### config.mk
export PLATFORM = sky130hd
export DESIGN_NAME = cyc_acct_top
export DESIGN_NICKNAME = d
export VERILOG_FILES = /design/src/rtl/cyc_acct_pkg.sv /design/src/rtl/cyc_acct_score.sv /design/src/rtl/cyc_acct_cost.sv /design/src/rtl/cyc_acct_satcnt.sv /design/src/rtl/cyc_acct_top.sv
export SDC_FILE = /design/constraint.sdc
export NUM_CORES = 1
export LEC_CHECK = 0
export BUFFER_PORTS_ARGS = -buffer_cell sky130_fd_sc_hd__buf_4
export CAP_MARGIN = 5
export CORE_MARGIN = 5
export CORE_UTILIZATION = 45
export CTS_BUF_LIST = sky130_fd_sc_hd__clkbuf_2 sky130_fd_sc_hd__clkbuf_4 sky130_fd_sc_hd__clkbuf_8
export CTS_CLUSTER_DIAMETER = 150
export DETAILED_ROUTE_END_ITERATION = 16
export PLACE_DENSITY = 0.66
export SLEW_MARGIN = 20
export SYNTH_ARGS = -nofsm -noshare
export SYNTH_HDL_FRONTEND = slang
export SYNTH_HIERARCHICAL = 1
export SYNTH_SLANG_ARGS = --single-unit
### constraint.sdc
create_clock -name clk -period 11.63 [get_ports clk]
set_input_delay 0.5815 -clock clk [delete_from_list [all_inputs] [get_ports clk]]
set_output_delay 0.5815 -clock clk [all_outputs]
set_load 0.01 [all_outputs]
### src/rtl/cyc_acct_pkg.sv
package cyc_acct_pkg;
  typedef enum logic [2:0] {
    U_EXEC   = 3'd0,
    U_BRANCH = 3'd1,
    U_LOAD   = 3'd2,
    U_STORE  = 3'd3,
    U_LDM    = 3'd4,
    U_STM    = 3'd5,
    U_RSV6   = 3'd6,
    U_RSV7   = 3'd7
  } unit_e;
endpackage

### src/rtl/cyc_acct_score.sv
// One-instruction scoreboard of registers written by a load.
module cyc_acct_score #(
  parameter int NREG = 16,
  localparam int IW = $clog2(NREG)
) (
  input  logic            clk,
  input  logic            rst_n,
  input  logic            step,
  input  logic            is_load,
  input  logic [IW-1:0]   load_dst,
  output logic [NREG-1:0] active_mask
);
  logic [NREG-1:0] pend_mask;

  // Pending set starts empty for each instruction; a load adds its target.
  always_comb begin
    pend_mask = '0;
    if (is_load) pend_mask[load_dst] = 1'b1;
  end

  always_ff @(posedge clk or negedge rst_n) begin
    if (!rst_n)    active_mask <= '0;
    else if (step) active_mask <= pend_mask;
  end

  // after a non-load nothing is marked, after a load exactly one register
  p_clear_nonload_r6: assert property (@(posedge clk) disable iff (!rst_n)
    (step && !is_load) |=> (active_mask == '0));
  p_single_mark_r6: assert property (@(posedge clk) disable iff (!rst_n)
    (step && is_load) |=> ($countones(active_mask) == 1));
  p_idle_hold_r6: assert property (@(posedge clk) disable iff (!rst_n)
    !step |=> $stable(active_mask));
endmodule

### src/rtl/cyc_acct_cost.sv
// Combinational cost of one instruction given the active load mask.
module cyc_acct_cost
  import cyc_acct_pkg::*;
#(
  parameter int NREG   = 16,
  parameter int BASE_W = 8,
  localparam int IW    = $clog2(NREG),
  localparam int CYC_W = BASE_W + 2
) (
  input  logic [2:0]       unit_kind,
  input  logic [BASE_W-1:0] base_cycles,
  input  logic [IW-1:0]    src_a_idx,
  input  logic             src_a_vld,
  input  logic [IW-1:0]    src_b_idx,
  input  logic             src_b_vld,
  input  logic             br_taken,
  input  logic             br_has_slot,
  input  logic [NREG-1:0]  active_mask,
  output logic [CYC_W-1:0] cycles,
  output logic [1:0]       ld_stall,
  output logic             br_stall,
  output logic             is_taken,
  output logic             is_untaken
);
  unit_e kind;
  logic  check_a, check_b, hit_a, hit_b, is_branch;

  always_comb begin
    kind = unit_e'(unit_kind);
    unique case (kind)
      U_EXEC, U_STORE:   begin check_a = 1'b1; check_b = 1'b1; end
      U_LOAD, U_BRANCH:  begin check_a = 1'b1; check_b = 1'b0; end
      default:           begin check_a = 1'b0; check_b = 1'b0; end
    endcase
    is_branch  = (kind == U_BRANCH);
    hit_a      = check_a && src_a_vld && active_mask[src_a_idx];
    hit_b      = check_b && src_b_vld && active_mask[src_b_idx];
    ld_stall   = {1'b0, hit_a} + {1'b0, hit_b};
    br_stall   = is_branch && br_taken && !br_has_slot;
    is_taken   = is_branch && br_taken;
    is_untaken = is_branch && !br_taken;
    cycles     = CYC_W'(base_cycles) + CYC_W'(ld_stall) + CYC_W'(br_stall);
  end
endmodule

### src/rtl/cyc_acct_satcnt.sv
// Saturating accumulator with clock enable.
module cyc_acct_satcnt #(
  parameter int W     = 32,
  parameter int INC_W = 10
) (
  input  logic             clk,
  input  logic             rst_n,
  input  logic             en,
  input  logic [INC_W-1:0] inc,
  output logic [W-1:0]     count
);
  logic [W:0]   sum;
  logic [W-1:0] cnt_nxt;

  always_comb begin
    sum     = {1'b0, count} + (W+1)'(inc);
    cnt_nxt = sum[W] ? {W{1'b1}} : sum[W-1:0];
  end

  always_ff @(posedge clk or negedge rst_n) begin
    if (!rst_n)  count <= '0;
    else if (en) count <= cnt_nxt;
  end

  // never wraps, and holds once at the top
  p_no_wrap_r11: assert property (@(posedge clk) disable iff (!rst_n)
    en |=> (count >= $past(count)));
  p_hold_max_r11: assert property (@(posedge clk) disable iff (!rst_n)
    (en && count == {W{1'b1}}) |=> (count == {W{1'b1}}));
endmodule

### src/rtl/cyc_acct_top.sv
module cyc_acct_top
  import cyc_acct_pkg::*;
#(
  parameter int NREG    = 16,
  parameter int BASE_W  = 8,
  parameter int COUNT_W = 32,
  localparam int IW     = $clog2(NREG),
  localparam int CYC_W  = BASE_W + 2
) (
  input  logic               clk,
  input  logic               rst_n,
  input  logic               instr_valid,
  input  logic [2:0]         unit_kind,
  input  logic [BASE_W-1:0]  base_cycles,
  input  logic [IW-1:0]      src_a_idx,
  input  logic               src_a_vld,
  input  logic [IW-1:0]      src_b_idx,
  input  logic               src_b_vld,
  input  logic [IW-1:0]      load_dst,
  input  logic               br_taken,
  input  logic               br_has_slot,
  output logic [CYC_W-1:0]   insn_cycles,
  output logic               insn_done,
  output logic [COUNT_W-1:0] total_cycles,
  output logic [COUNT_W-1:0] load_stall_cnt,
  output logic [COUNT_W-1:0] branch_stall_cnt,
  output logic [COUNT_W-1:0] taken_cnt,
  output logic [COUNT_W-1:0] untaken_cnt
);
  localparam int NCNT = 5;

  logic [NREG-1:0]  active_mask;
  logic [CYC_W-1:0] cyc_now;
  logic [1:0]       ld_stall;
  logic             br_stall, is_taken, is_untaken;
  logic [CYC_W-1:0] inc_v [NCNT];
  logic [COUNT_W-1:0] cnt_v [NCNT];

  cyc_acct_score #(.NREG(NREG)) u_score (
    .clk         (clk),
    .rst_n       (rst_n),
    .step        (instr_valid),
    .is_load     (unit_kind == U_LOAD),
    .load_dst    (load_dst),
    .active_mask (active_mask)
  );

  cyc_acct_cost #(.NREG(NREG), .BASE_W(BASE_W)) u_cost (
    .unit_kind   (unit_kind),
    .base_cycles (base_cycles),
    .src_a_idx   (src_a_idx),
    .src_a_vld   (src_a_vld),
    .src_b_idx   (src_b_idx),
    .src_b_vld   (src_b_vld),
    .br_taken    (br_taken),
    .br_has_slot (br_has_slot),
    .active_mask (active_mask),
    .cycles      (cyc_now),
    .ld_stall    (ld_stall),
    .br_stall    (br_stall),
    .is_taken    (is_taken),
    .is_untaken  (is_untaken)
  );

  always_comb begin
    inc_v[0] = cyc_now;
    inc_v[1] = CYC_W'(ld_stall);
    inc_v[2] = CYC_W'(br_stall);
    inc_v[3] = CYC_W'(is_taken);
    inc_v[4] = CYC_W'(is_untaken);
  end

  for (genvar g = 0; g < NCNT; g++) begin : g_cnt
    cyc_acct_satcnt #(.W(COUNT_W), .INC_W(CYC_W)) u_cnt (
      .clk   (clk),
      .rst_n (rst_n),
      .en    (instr_valid),
      .inc   (inc_v[g]),
      .count (cnt_v[g])
    );
  end

  assign total_cycles     = cnt_v[0];
  assign load_stall_cnt   = cnt_v[1];
  assign branch_stall_cnt = cnt_v[2];
  assign taken_cnt        = cnt_v[3];
  assign untaken_cnt      = cnt_v[4];

  always_ff @(posedge clk or negedge rst_n) begin
    if (!rst_n) begin
      insn_cycles <= '0;
      insn_done   <= 1'b0;
    end else begin
      insn_done <= instr_valid;
      if (instr_valid) insn_cycles <= cyc_now;
    end
  end

  // completion flag is a single-clock echo of the strobe
  p_done_pulse_r10: assert property (@(posedge clk) disable iff (!rst_n)
    instr_valid |=> insn_done);
  p_done_quiet_r10: assert property (@(posedge clk) disable iff (!rst_n)
    !instr_valid |=> !insn_done);
  // multi-register kinds cost exactly their base
  p_multi_base_r9: assert property (@(posedge clk) disable iff (!rst_n)
    (instr_valid && unit_kind[2]) |=> (insn_cycles == CYC_W'($past(base_cycles))));
  // a branch with a delay slot never adds a branch stall
  p_slot_free_r7: assert property (@(posedge clk) disable iff (!rst_n)
    (instr_valid && unit_kind == U_BRANCH && br_has_slot) |=> $stable(branch_stall_cnt));
  // a taken branch below the top steps the taken counter by one
  p_taken_step_r8: assert property (@(posedge clk) disable iff (!rst_n)
    (instr_valid && unit_kind == U_BRANCH && br_taken && taken_cnt != {COUNT_W{1'b1}})
    |=> (taken_cnt == $past(taken_cnt) + 1'b1));
endmodule

After elaboration in Yosys (flattened, before gate mapping):

Index checks and enable logic that the tools add are counted.
Widths: inputs -> output; s select.

* bits of input ports: 30
* output and inout port bits: 171
* flip-flop bits (word level): 187

* $lt $le $gt $ge: 4
* mux-type cells: 14
* equality and inequality tests: 3
* reduce and logical (&&, ||, !) cells: 13
* add/subtract/negate cells: 8

Operators by type and width (number)
* $mux 32: 5
* $add 32x1->33: 3
* $add 32x10->33: 1
* $add 32x2->33: 1
* $mux 16: 1
* $lt 4x5->1 const B: 3
* $add 10x1->10: 1
* $add 8x2->9: 1
* $bmux 1 s4: 2
* $logic_and 1x1->1: 8
* $eq 3x2->1 const B: 2
* $mux 1: 5
* $demux 1 s4: 1
* $ge 4x1->1 const B: 1
* $reduce_or 4->1: 1
* $eq 3x1->1 const B: 1
* $logic_not 3->1: 1
* $add 1x1->2: 1
* $logic_not 1->1: 2
* $reduce_or 2->1: 1

Depth between registers and ports, before layout:

Gate-level depths: netlist of the first run.

* word-level depth: 10
* mapped depth: 18

By module:

Netlist of the first run, hierarchy kept.

By module, submodules not included
* cyc_acct_satcnt at g_cnt[1].u_cnt ...: area an instance 2163.3 µm², cells an instance 220, instances 2, seq. area each 800.8 µm²
* cyc_acct_satcnt at g_cnt[2].u_cnt: area an instance 2159.6 µm², cells an instance 227, instances 1, seq. area each 800.8 µm²
* cyc_acct_satcnt at g_cnt[0].u_cnt: area an instance 2097.0 µm², cells an instance 212, instances 1, seq. area each 800.8 µm²
* cyc_acct_satcnt at g_cnt[3].u_cnt: area an instance 2054.5 µm², cells an instance 224, instances 1, seq. area each 800.8 µm²
* cyc_acct_score: area an instance 640.6 µm², cells an instance 58, instances 1, seq. area each 400.4 µm²
* cyc_acct_cost: area an instance 514.2 µm², cells an instance 46, instances 1, seq. area each 0.0 µm²
* cyc_acct_top: area an instance 447.9 µm², cells an instance 24, instances 1, seq. area each 275.3 µm²

Worst setup path after synthesis of the first run:

Ideal clock, no wire load.

* kind: input-to-reg
* from: input src_b_idx[2]
* to: register g_cnt[0].u_cnt.count[13]
* slack: 6.473 ns
* arrival: 5.029 ns
* cell stages on the path: 18
* buffers on the path: 1
* cells stage by stage: mux4_1 > mux4_2 > and4b_1 > ha_1 > inv_1 > fa_1 > fa_1 > and3b_1 > nand3_1 > xnor2_1 > ha_1 > a2111oi_2 > o21ai_1 > a31oi_2 > buf_4 > nor2_1 > nand2_1 > mux2_1

* word-level cells in the longest chain between the ends: 8

Ends and longest elaborated chain
* from (decl): line cyc_acct_top.sv:17 `input logic [IW-1:0] src_b_idx,`
* $bmux 1 s4: line cyc_acct_cost.sv:37 `hit_b = check_b && src_b_vld && active_mask[src_b_idx];`
* $mux 1 (implied by the code): line cyc_acct_cost.sv:37
* $logic_and 1x1->1: line cyc_acct_cost.sv:37
* $add 1x1->2: line cyc_acct_cost.sv:38 `ld_stall = {1'b0, hit_a} + {1'b0, hit_b};`
* via ld_stall[0]: line cyc_acct_top.sv:34 `logic [1:0] ld_stall;`
* $add 8x2->9: line cyc_acct_cost.sv:42 `cycles = CYC_W'(base_cycles) + CYC_W'(ld_stall) + CYC_W'(br_stall);`
* $add 10x1->10: line cyc_acct_cost.sv:42
* via cyc_now[6]: line cyc_acct_top.sv:33 `logic [CYC_W-1:0] cyc_now;`
* $add 32x10->33: line cyc_acct_satcnt.sv:16 `sum = {1'b0, count} + (W+1)'(inc);`
* $mux 32: line cyc_acct_satcnt.sv:17 `cnt_nxt = sum[W] ? {W{1'b1}} : sum[W-1:0];`
* to (signal assigned): line cyc_acct_satcnt.sv:22 `else if (en) count <= cnt_nxt;`
* to (decl): line cyc_acct_satcnt.sv:10 `output logic [W-1:0] count`

The timed path passes the listed nets, and every way through them passes these cells. The select of a mux whose other input is x is not followed.
A chain may end at the register's enable or synchronous reset.

Worst setup path after layout of the first run:

* from: register u_score.active_mask[5]
* to: register g_cnt[0].u_cnt.count[13]

* word-level cells in the longest chain between the ends: 8
* elaborated cells between the ends (all ways): 11

Ends and longest elaborated chain
* from (decl): line cyc_acct_score.sv:11 `output logic [NREG-1:0] active_mask`
* from (signal assigned): line cyc_acct_score.sv:23 `else if (step) active_mask <= pend_mask;`
* $bmux 1 s4, on equally long branches: line cyc_acct_cost.sv:36, cyc_acct_cost.sv:37
* $mux 1, on equally long branches: line cyc_acct_cost.sv:36, cyc_acct_cost.sv:37
* $logic_and 1x1->1, on equally long branches: line cyc_acct_cost.sv:36, cyc_acct_cost.sv:37
* $add 1x1->2 *: line cyc_acct_cost.sv:38
* via ld_stall[0]: line cyc_acct_top.sv:34
* $add 8x2->9 *: line cyc_acct_cost.sv:42
* $add 10x1->10 *: line cyc_acct_cost.sv:42
* via cyc_now[6]: line cyc_acct_top.sv:33
* $add 32x10->33 *: line cyc_acct_satcnt.sv:16
* $mux 32 *: line cyc_acct_satcnt.sv:17

The timed path passes the listed nets; every way through them passes the cells marked *. The select of a mux whose other input is x is not followed.

==> summary.txt, run 1 <==
Synthesis
  • Area contributors post-synth: dfrtp_1, ha_1, nand2_1, xnor2_1, nand3_1
  • Cell Area, Synth: 0.0122 mm^2
  • Synth Flop Type: dfrtp_1
  • Sequential fraction of the synthesis area: around two fifths
  • Ys async rst share: 100%
  • Mapped Cells: 1231
  • Syn Area/Cell: between 9 and 10 um^2
  • Post-synth top area cell: dfrtp_1
  • Synth warn: 6
  • Synth unique cells: between 100 and 150
  • Synth Register Bits: about 190
  • Yosys top cell area share: 38.2%
  • Post-synth EDFFs: 0

Drt
  • DRC: 0
  • Drt pass-1 iters: 5
  • WL/cell: 17.0 um
  • Routed via count: 10200
  • Final wirelength: 30700 um
  • Via/cell ratio: ~5.7
  • Iteration-0 DRC Markers: 650
  • Routed Antenna Nets: 0

Critical path
  • CP Data Required Time: 11.96 ns
  • Max FO, Critical Path: 11
  • CP Launch Type: register
  • CP arrival: 5.94 ns
  • CP Launch Point: u_score/active_mask[5]$_DFFE_PN0P_
  • R2r setup slk: 6.02 ns
  • Crit Path Class: reg2reg
  • FF-to-FF Start: u_score/active_mask[5]$_DFFE_PN0P_
  • Reg-to-reg endpoint: g_cnt[0].u_cnt/count[13]$_DFFE_PN0P_
  • Crit path capture type: register
  • R2R depth: 17

Global route
  • Initial antenna violation count: 1
  • First-pass GRT wire length: 51400 um
  • Grt ovf: 0
  • Largest net degree at the start of global routing: a little under 90
  • Vias in the first global route: slightly above 10000
  • Overall routing resource usage: between 10% and 20%

Finish
  • Commonest non-fill, non-tap cells in the layout: buf_4, dfrtp_1, nand2_1
  • Share of layout cells above drive strength 1: 23.8%
  • Post-route design area: 0.0145 mm^2
  • Commonest non-fill, non-tap cell in the layout: buf_4
  • Final Non-Filler Cells: 1808
  • Nets@finish: 1543
  • Layout area overhead: 18.4%

STA
  • Slew Viols, Final: 0
  • Min cycle time layout: between 5 and 6 ns
  • RSZ-0062 raised after global routing: no
  • Slew headroom: roughly 51%
  • Tightest Pin Transition: 0.729 ns
  • Fin crit share: 48.2%
  • Fmax: about 180 MHz
  • Setup TNS: 0 ns
  • Fin Hold WS: 0.177 ns
  • Layout Skew: 0.0219 ns
  • Setup Viol. Count Final: 0
  • Hold Fails Final Rpt: 0

Clock tree
  • Root Buffer: clkbuf_8
  • Clk slew on worst S/H paths: 0.12 ns
  • Clock latency on the worst-skew pair: 0.46 ns
  • Resized cells post-CTS: 0
  • Setup bufs post-CTS: 0
  • CTS sink cnt: 187
  • CTS tree: built
  • Max Root-Sink Buffers: 2
  • Htree depth: 4
  • Hold_buf cts: 0
  • Total CTS buffers: 17

Pwr
  • Register share of total power: 36.4%
  • Power density over the cells: around 180 mW/mm^2
  • Leak pwr: 6.67 nW
  • Sw Share: a little over 40%
  • Max VDD drop: ~0.00011 V
  • P_sw: 1.11 mW
  • Clock network power share: 16.8%
  • Gate power share: 46.8%
  • Internal: 1.56 mW

Floorplan
  • Initial Util: 45.5%
  • Core footprint: 0.0269 mm^2
  • Die Wd: 175 um
  • I/O pin cnt: about 200
  • # rows: 60
  • Die Footprint: about 0.031 mm^2
  • Die Ht: between 150 and 200 um

Placement
  • Final HPWL DP: 23100 um
  • Port buffer count: 200
  • Placed cell count: approximately 1800
  • Placement Cell Area: 0.0141 mm^2
  • GP Congestion: 0.876

Min path
  • Hold Path Class: in2async

Run status
  • Status: finished clean

Run
  • Max-cap violations: 0
==> cells by family after synthesis <==
family	share of synthesized area (%)
buffers and inverters	3.30
adders and majority gates	6.46
AOI/OAI and AO/OA	16.6
and+or+nand+nor	23.4
muxes	6.70
xor gates and xnor gates	5.29
other	0.0614
DFF	38.2
==> layout make-up <==
| class | count | area [um^2] |
|---|---|---|
| fill | 2480 | 12400 |
| multi-input combinational | 1005 | 7300 |
| sequential | 187 | 4680 |
| timing repair buffer | 204 | 1540 |
| tap | 341 | 427 |
| clock buffer | 18 | 248 |
| clock inverter | 13 | 151 |
| inverter | 39 | 146 |
| antenna | 1 | 2.50 |
==> worst max-delay path, stage by stage (launching register included) <==
cell and delay, ns:
dfrtp_1 0.41, mux4_1 0.51, mux4_2 0.47, and4b_1 0.21, ha_1 0.30, inv_1 0.06, fa_1 0.40, fa_1 0.42
and3b_1 0.28, nand3_1 0.11, xnor2_1 0.26, ha_1 0.36, a2111oi_2 0.41, o21ai_1 0.17, a31oi_2 0.60, nor2_1 0.11
nand2_1 0.10, mux2_1 0.31
==> registers in the layout (all words and copies together), names as in the netlist <==
| name | flops |
|---|---|
| insn_done | 1 |
| u_score/active_mask | 16 |
| insn_cycles | 10 |
| g_cnt.u_cnt/count | 160 |
==> through the flow <==
stage / utilization [%] / total power, mW / setup slack [ns]
final: 53.9 / 2.67 / 6.02
after CTS: 53.9 / 2.67 / 6.03
after global routing: 53.9 / 2.87 / 5.70
after detailed placement: 52.4 / 2.21 / 5.72
after floorplan: - / 1.82 / 6.47
after global placement: 52.4 / 2.19 / 5.86
==> how the worst max path moves through the flow <==
stage                                      endpoint  slack (ns)  cells past startpoint
6_report       g_cnt[0].u_cnt/count[13]$_DFFE_PN0P_        6.02                     17
5_1_grt        g_cnt[0].u_cnt/count[13]$_DFFE_PN0P_        5.70                     17
4_1_cts        g_cnt[0].u_cnt/count[13]$_DFFE_PN0P_        6.03                     17
3_5_place_dp   g_cnt[0].u_cnt/count[13]$_DFFE_PN0P_        5.72                     18
3_3_place_gp   g_cnt[0].u_cnt/count[13]$_DFFE_PN0P_        5.86                     18
2_1_floorplan  g_cnt[0].u_cnt/count[13]$_DFFE_PN0P_        6.47                     18
==> power by group through the flow <==
stage               clock network (mW)  registers [mW]  logic, mW
CTS                              0.468           0.969       1.23
detailed placement                   0           0.981       1.23
finish                           0.449           0.970       1.25
global route                     0.492           0.994       1.39
floorplan                            0           0.978      0.841
global placement                     0           0.977       1.21
==> Yosys cell counts (all sizes together), types with 4 or more instances <==
cell type  number
o22ai          19
ha             52
and2           10
o31ai           4
o211a           4
nor2b          10
o22a           30
nor4b           6
a21oi          50
clkbuf         14
buf            23
mux2           42
a21boi          7
a31oi          20
nand2b         10
mux2i           5
or3            10
nand3          81
a21o           16
dfrtp         187
and4           17
xor2           24
or2             6
nor3           26
mux4            9
nand4          48
nand4b          4
o2111ai         4
fa              7
and3           43
o21a           17
o211ai         13
xnor2          50
nor2           73
nor4           13
a221oi          4
a31o            5
o21ai          51
nand2         137
inv            39
==> per-layer routing <==
layer / routed length [um] / GRT usage [%]
met4: 292 / 3.70
met1: 14400 / 27.0
met5: 0 / 0
met2: 14600 / 33.3
met3: 1460 / 4.44
No activity file was read; power rests on OpenSTA's default activity.
==> run 2: changes to the inputs <==
==> constraint.sdc (replaced) <==
create_clock -name clk -period 5.8 [get_ports clk]
set_input_delay 0.29 -clock clk [delete_from_list [all_inputs] [get_ports clk]]
set_output_delay 0.29 -clock clk [all_outputs]
set_load 0.01 [all_outputs]
==> summary.txt, run 2 (synthesis gave the netlist of run 1 again) <==
Pwr
  • Max VDD drop: 0.000213 V (was 0.000115 V)
  • Leak pwr: 6.71 nW (was 6.67 nW)
  • Power density over the cells: 374 mW/mm^2 (was 184 mW/mm^2)

Drt
  • DRC: 0 (unchanged)
  • Routed via count: 10300 (was 10200)
  • Final wirelength: 31000 um (was 30700 um)
  • Iteration-0 DRC Markers: 574 (was 650)
  • Drt pass-1 iters: 5 (unchanged)
  • Routed Antenna Nets: 0 (unchanged)
  • WL/cell: 17.1 um (was 17.0 um)
  • Via/cell ratio: 5.71 (was 5.66)

Critical path
  • R2r setup slk: 0.44 ns (was 6.02 ns)
  • Crit Path Class: reg2reg (unchanged)
  • CP arrival: 5.72 ns (was 5.94 ns)
  • CP peak stage delay: 0.50 ns (was 0.60 ns)
  • Crit-path slowest cell: mux4_1 (was a31oi_2)
  • CP Launch Type: register (unchanged)
  • Crit path capture type: register (unchanged)
  • CP Data Required Time: 6.16 ns (was 11.96 ns)
  • Max FO, Critical Path: 6 (was 11)
  • CP Cell Sequence: mux4_1 > mux4_2 > and4b_1 > ha_1 > inv_1 > fa_1 > fa_1 > and3b_1 > nand3_1 > xnor2_1 > ha_1 > a2111oi_2 > o21ai_1 > a31oi_2 > buf_4 > nor3_1 > xnor2_1 > nand2_1 (was mux4_1 > mux4_2 > and4b_1 > ha_1 > inv_1 > fa_1 > fa_1 > and3b_1 > nand3_1 > xnor2_1 > ha_1 > a2111oi_2 > o21ai_1 > a31oi_2 > nor2_1 > nand2_1 > mux2_1)
  • R2R depth: 18 (was 17)

Clock tree
  • Max Root-Sink Buffers: 2 (unchanged)
  • Hold_buf cts: 1 (was 0)
  • CTS sink cnt: 187 (unchanged)
  • Total CTS buffers: 17 (unchanged)
  • Setup bufs post-CTS: 0 (unchanged)
  • Clk slew on worst S/H paths: 0.11 ns (was 0.12 ns)
  • Htree depth: 4 (unchanged)
  • Root Buffer: clkbuf_8 (unchanged)
  • CTS tree: built (unchanged)
  • Clock latency on the worst-skew pair: 0.47 ns (was 0.46 ns)
  • Resized cells post-CTS: 0 (unchanged)

Run
  • Max-cap violations: 0 (unchanged)

Finish
  • Post-route design area: 0.0146 mm^2 (was 0.0145 mm^2)
  • Biggest register: g_cnt.u_cnt/count (unchanged)
  • Fill count: 2464 (was 2480)
  • Commonest non-fill, non-tap cell in the layout: buf_4 (unchanged)
  • Share of layout cells above drive strength 1: 23.9% (was 23.8%)
  • Commonest non-fill, non-tap cells in the layout: buf_4, dfrtp_1, nand2_1 (unchanged)
  • Largest register FFs: 160 (unchanged)
  • Nets@finish: 1547 (was 1543)
  • Biggest regs: g_cnt.u_cnt/count (160), u_score/active_mask (16), insn_cycles (10) (unchanged)
  • Layout area overhead: 19.0% (was 18.4%)

STA
  • Slew Viols, Final: 0 (unchanged)
  • Slew headroom: 46.0% (was 51.4%)
  • Fmax: 186 MHz (was 178 MHz)
  • Setup Viol. Count Final: 0 (unchanged)
  • Hold Fails Final Rpt: 0 (unchanged)
  • Layout Skew: 0.0223 ns (was 0.0219 ns)
  • Tightest Pin Transition: 0.810 ns (was 0.729 ns)
  • Min cycle time layout: 5.36 ns (was 5.61 ns)
  • RSZ-0062 raised after global routing: no (unchanged)
  • Fin crit share: 92.5% (was 48.2%)
  • Setup TNS: 0 ns (unchanged)

Global route
  • Grt ovf: 0 (unchanged)
  • First-pass GRT wire length: 51700 um (was 51400 um)
  • Vias in the first global route: 10100 (about the same)
  • Largest net degree at the start of global routing: 97 (was 89)
  • Initial antenna violation count: 1 (unchanged)
  • Overall routing resource usage: 20.2% (was 19.9%)

Floorplan
  • Initial Util: 45.5% (unchanged)
  • Die Wd: 175 um (unchanged)
  • I/O pin cnt: 201 (unchanged)
  • Core footprint: 0.0269 mm^2 (unchanged)
  • Die Ht: 175 um (unchanged)
  • Die Footprint: 0.0306 mm^2 (unchanged)
  • # rows: 60 (unchanged)

Placement
  • Port buffer count: 200 (unchanged)
  • Placement Cell Area: 0.0141 mm^2 (about the same)
  • GP Congestion: 0.873 (was 0.876)
  • Final HPWL DP: 23300 um (was 23100 um)

Min path
  • Worst Hold Depth: 1
  • Hold Path Class: in2reg (was in2async)

Run status
  • Status: finished clean (unchanged)
run 2: cell count changes in the layout (fill, tap and decap cells not counted):
cell / before / now
bufinv_16: 1 / 4
inv_8: 4 / 2
dlygate4sd3_1: 0 / 1
clkbuf_4: 0 / 1
clkinv_4: 3 / 2
inv_6: 3 / 2
buf_4: 203 / 206
clkinv_8: 1 / 0
run 2: cell type report:
| cell class | count | area (um^2) | share of cell area (%) |
|---|---|---|---|
| repair buffers | 208 | 1570 | 10.8 |
| flip-flops and latches | 187 | 4680 | 32.1 |
| well taps | 341 | 427 | 2.93 |
| multi-input cells | 1005 | 7300 | 50.1 |
| inverters | 39 | 146 | 1.01 |
| clock inverters | 11 | 185 | 1.27 |
| diodes | 1 | 2.50 | 0.0172 |
| clock buffers | 19 | 255 | 1.75 |
run 2: routing by layer:
| layer | vias to the layer above | part of all wire, % | global-route usage, % |
|---|---|---|---|
| li1 | 5021 | - | - |
| met1 | 5045 | 47 | 27.2 |
| met2 | 231 | 47 | 33.4 |
| met3 | 37 | 5.0 | 4.13 |
| met4 | 0 | 1.4 | 5.43 |
| met5 | - | 0 | 0 |
run 2: power breakdown:
group / leakage [nW] / switching, mW / total, mW / internal [mW]
Sequential: 2.39 / 0.377 / 1.95 / 1.57
Combinational: 4.09 / 1.32 / 2.51 / 1.19
Clock: 0.220 / 0.501 / 0.993 / 0.492
Total: 6.71 / 2.20 / 5.45 / 3.25
run 2: per-stage QoR:
| stage | power, mW | std cells | utilization (%) | worst slack, ns | hold slack [ns] |
|---|---|---|---|---|---|
| floorplan | 3.65 | 1268 | - | 0.895 | -0.00559 |
| global placement | 4.40 | 1779 | 52.5 | 0.534 | 0.439 |
| detailed placement | 4.44 | 1779 | 52.5 | 0.403 | 0.443 |
| CTS | 5.46 | 1810 | 54.2 | 0.459 | 0.151 |
| global route | 5.88 | 1811 | 54.2 | 0.135 | 0.158 |
| finish | 5.45 | 1811 | 54.2 | 0.436 | 0.178 |
run 2: worst paths after layout:
kind / from / endpoint
worst min register to register: g_cnt[3].u_cnt/count[31]$_DFFE_PN0P_ / g_cnt[3].u_cnt/count[31]$_DFFE_PN0P_
max in group asynchronous: rst_n / g_cnt[4].u_cnt/count[27]$_DFFE_PN0P_
worst max register to register: u_score/active_mask[7]$_DFFE_PN0P_ / g_cnt[0].u_cnt/count[23]$_DFFE_PN0P_
worst min-delay path: instr_valid / insn_done$_DFF_PN0_
min in group asynchronous: rst_n / g_cnt[3].u_cnt/count[30]$_DFFE_PN0P_
worst max-delay path: u_score/active_mask[7]$_DFFE_PN0P_ / g_cnt[0].u_cnt/count[23]$_DFFE_PN0P_
run 2: critical path, delay by kind of cell (launching register included):
family | cells | cell delay, ns
xor gates and xnor gates | 2 | 0.40
and+or+nand+nor | 5 | 0.78
adders and majority gates | 4 | 1.47
muxes | 2 | 0.99
buffers and inverters | 2 | 0.28
AOI/OAI and AO/OA | 3 | 0.93
DFF | 1 | 0.40
==> run 3: changes to the inputs <==
--- a/config.mk
+++ b/config.mk
@@ -8,11 +8,11 @@
 export BUFFER_PORTS_ARGS = -buffer_cell sky130_fd_sc_hd__buf_4
 export CAP_MARGIN = 5
 export CORE_MARGIN = 5
-export CORE_UTILIZATION = 45
+export CORE_UTILIZATION = 57
 export CTS_BUF_LIST = sky130_fd_sc_hd__clkbuf_2 sky130_fd_sc_hd__clkbuf_4 sky130_fd_sc_hd__clkbuf_8
 export CTS_CLUSTER_DIAMETER = 150
 export DETAILED_ROUTE_END_ITERATION = 16
-export PLACE_DENSITY = 0.66
+export PLACE_DENSITY = 0.81
 export SLEW_MARGIN = 20
 export SYNTH_ARGS = -nofsm -noshare
 export SYNTH_HDL_FRONTEND = slang
==> summary.txt, run 3 (synthesis gave the netlist of run 1 again) <==
STA
  • Layout Skew: 0.0204 ns (was 0.0223 ns)
  • RSZ-0062 raised after global routing: no (unchanged)
  • Min cycle time layout: 5.33 ns (was 5.36 ns)
  • Setup TNS: 0 ns (unchanged)
  • Fin crit share: 92.0% (was 92.5%)
  • Slew Viols, Final: 0 (unchanged)
  • Hold Fails Final Rpt: 0 (unchanged)
  • Fmax: 187 MHz (was 186 MHz)
  • Slew headroom: 37.6% (was 46.0%)
  • Tightest Pin Transition: 0.936 ns (was 0.810 ns)
  • Setup Viol. Count Final: 0 (unchanged)

Finish
  • Register area: 0.00468 mm^2 (unchanged)
  • Commonest non-fill, non-tap cells in the layout: buf_4, dfrtp_1, nand2_1 (unchanged)
  • Biggest register: g_cnt.u_cnt/count (unchanged)
  • Antenna cell count: 0 (was 1)
  • Largest register FFs: 160 (unchanged)
  • Fill count: 1724 (was 2464)
  • Share of layout cells above drive strength 1: 23.9% (unchanged)
  • Area occupied by multi-input gates: 0.00730 mm^2 (unchanged)
  • Layout area overhead: 17.5% (was 19.0%)
  • Commonest non-fill, non-tap cell in the layout: buf_4 (unchanged)
  • Biggest regs: g_cnt.u_cnt/count (160), u_score/active_mask (16), insn_cycles (10) (unchanged)
  • Final Core Density: 68.2% (was 54.2%)
  • Nets@finish: 1545 (was 1547)

Clock tree
  • Htree depth: 4 (unchanged)
  • Max Root-Sink Buffers: 2 (unchanged)
  • Resized cells post-CTS: 0 (unchanged)
  • Total CTS buffers: 17 (unchanged)
  • Clock latency on the worst-skew pair: 0.46 ns (was 0.47 ns)
  • Root Buffer: clkbuf_8 (unchanged)
  • CTS sink cnt: 187 (unchanged)
  • CTS tree: built (unchanged)
  • Clk slew on worst S/H paths: 0.10 ns (was 0.11 ns)

Critical path
  • Crit-path slowest cell: mux4_1 (unchanged)
  • CP peak stage delay: 0.51 ns (was 0.50 ns)
  • CP Data Required Time: 6.15 ns (was 6.16 ns)
  • CP arrival: 5.69 ns (was 5.72 ns)
  • CP Launch Type: register (unchanged)
  • Crit path capture type: register (unchanged)
  • Crit Path Class: reg2reg (unchanged)
  • Max FO, Critical Path: 6 (unchanged)
  • CP Cell Sequence: mux4_1 > mux4_2 > and4b_1 > ha_1 > inv_1 > fa_1 > fa_1 > and3b_1 > nand3_1 > xnor2_1 > ha_1 > a2111oi_2 > o21ai_1 > a31oi_2 > nor2_1 > nand2_1 > mux2_1 (was mux4_1 > mux4_2 > and4b_1 > ha_1 > inv_1 > fa_1 > fa_1 > and3b_1 > nand3_1 > xnor2_1 > ha_1 > a2111oi_2 > o21ai_1 > a31oi_2 > buf_4 > nor3_1 > xnor2_1 > nand2_1)

Pwr
  • Power, Total: 5.30 mW (was 5.45 mW)
  • Max VDD drop: 0.000258 V (was 0.000213 V)
  • Leak pwr: 6.67 nW (was 6.71 nW)
  • Power density over the cells: 368 mW/mm^2 (was 374 mW/mm^2)

Drt
  • DRC: 0 (unchanged)
  • Iteration-0 DRC Markers: 520 (was 574)
  • Final wirelength: 30200 um (was 31000 um)
  • Via/cell ratio: 6.01 (was 5.71)
  • WL/cell: 17.3 um (was 17.1 um)
  • Routed Antenna Nets: 0 (unchanged)
  • Drt pass-1 iters: 5 (unchanged)
  • Routed via count: 10500 (was 10300)

Global route
  • Initial antenna violation count: 0 (was 1)
  • Vias in the first global route: 10100 (about the same)
  • Overall routing resource usage: 24.8% (was 20.2%)
  • Grt ovf: 0 (unchanged)
  • Largest net degree at the start of global routing: 117 (was 97)
  • First-pass GRT wire length: 50400 um (was 51700 um)

Floorplan
  • Core footprint: 0.0211 mm^2 (was 0.0269 mm^2)
  • Die Wd: 157 um (was 175 um)
  • I/O pin cnt: 201 (unchanged)
  • Die Footprint: 0.0245 mm^2 (was 0.0306 mm^2)
  • Initial Util: 58.0% (was 45.5%)
  • Die Ht: 157 um (was 175 um)
  • # rows: 53 (was 60)

Run
  • Max-cap violations: 0 (unchanged)

Placement
  • GP Congestion: 0.873 (about the same)
  • Port buffer count: 200 (unchanged)
  • Final HPWL DP: 22500 um (was 23300 um)

Min path
  • Hold Path Class: in2reg (unchanged)

Run status
  • Status: finished clean (unchanged)
run 3: changes by cell type in the layout (fill, tap and decap cells not counted), moves of 2 or more:
cell       delta
inv_6         +4
clkinv_4      +2
clkinv_2      +2
buf_4         -2
bufinv_16     -4
run 3: final cells by class:
cell class                 count  share of cell area, %
clock buffer                  19                   1.77
clock inverter                13                  0.757
inverter                      39                   1.02
multi-input combinational   1005                   50.7
sequential                   187                   32.5
tap                          275                   2.39
timing repair buffer         206                   10.8
run 3: final timing paths:
check                                                startpoint                                    to  slack, ns  cells past startpoint
max                          u_score/active_mask[4]$_DFFE_PN0P_  g_cnt[0].u_cnt/count[13]$_DFFE_PN0P_       0.47                     17
min                                                 load_dst[0]    u_score/active_mask[7]$_DFFE_PN0P_       0.20                      3
max reg2reg                  u_score/active_mask[4]$_DFFE_PN0P_  g_cnt[0].u_cnt/count[13]$_DFFE_PN0P_       0.47                     17
min reg2reg                g_cnt[3].u_cnt/count[31]$_DFFE_PN0P_  g_cnt[3].u_cnt/count[31]$_DFFE_PN0P_       0.50                      1
max in group asynchronous                                 rst_n  g_cnt[4].u_cnt/count[14]$_DFFE_PN0P_       3.75                      3
min in group asynchronous                                 rst_n  g_cnt[3].u_cnt/count[30]$_DFFE_PN0P_       0.53                      2
run 3: repair_timing:
action | 4_1_cts | 5_1_grt
hold endpoints to repair | 79 | 0
hold buffers | 1 | 0
buffers inserted | 0 | 0
run 3: metrics by stage:
step | instance area [um^2] | instances | worst slack (ns) | hold slack [ns]
floorplan | 12400 | 1268 | 0.895 | -0.00559
global placement | 14000 | 1711 | 0.606 | 0.483
detailed placement | 14000 | 1711 | 0.439 | 0.485
CTS | 14400 | 1744 | 0.487 | 0.157
global route | 14400 | 1744 | 0.148 | 0.167
finish | 14400 | 1744 | 0.465 | 0.199
run 3: worst max-delay path, delay by kind of cell, from the launching register on:
kind | cells | cell delay (ns)
compound gates | 3 | 0.90
xor+xnor | 1 | 0.26
flops | 1 | 0.41
fa+ha+maj | 4 | 1.46
simple gates | 5 | 0.86
mux | 3 | 1.29
buf+inv | 1 | 0.05
run 3: per-layer routing:
metal | share of wire [%] | GRT usage [%] | wire, um | vias up
met1 | 44 | 34.5 | 13300 | 5109
met2 | 47 | 39.8 | 14300 | 313
met5 | 0 | 0 | 0 | -
met3 | 5.7 | 3.79 | 1730 | 41
met4 | 2.7 | 8.84 | 805 | 0
li1 | - | - | - | 5019
run 3: power by group:
| part | leakage, nW | switching (mW) | internal (mW) | total (mW) |
|---|---|---|---|---|
| clock network | 0.192 | 0.501 | 0.326 | 0.826 |
| registers | 2.39 | 0.374 | 1.57 | 1.94 |
| logic | 4.08 | 1.34 | 1.19 | 2.53 |
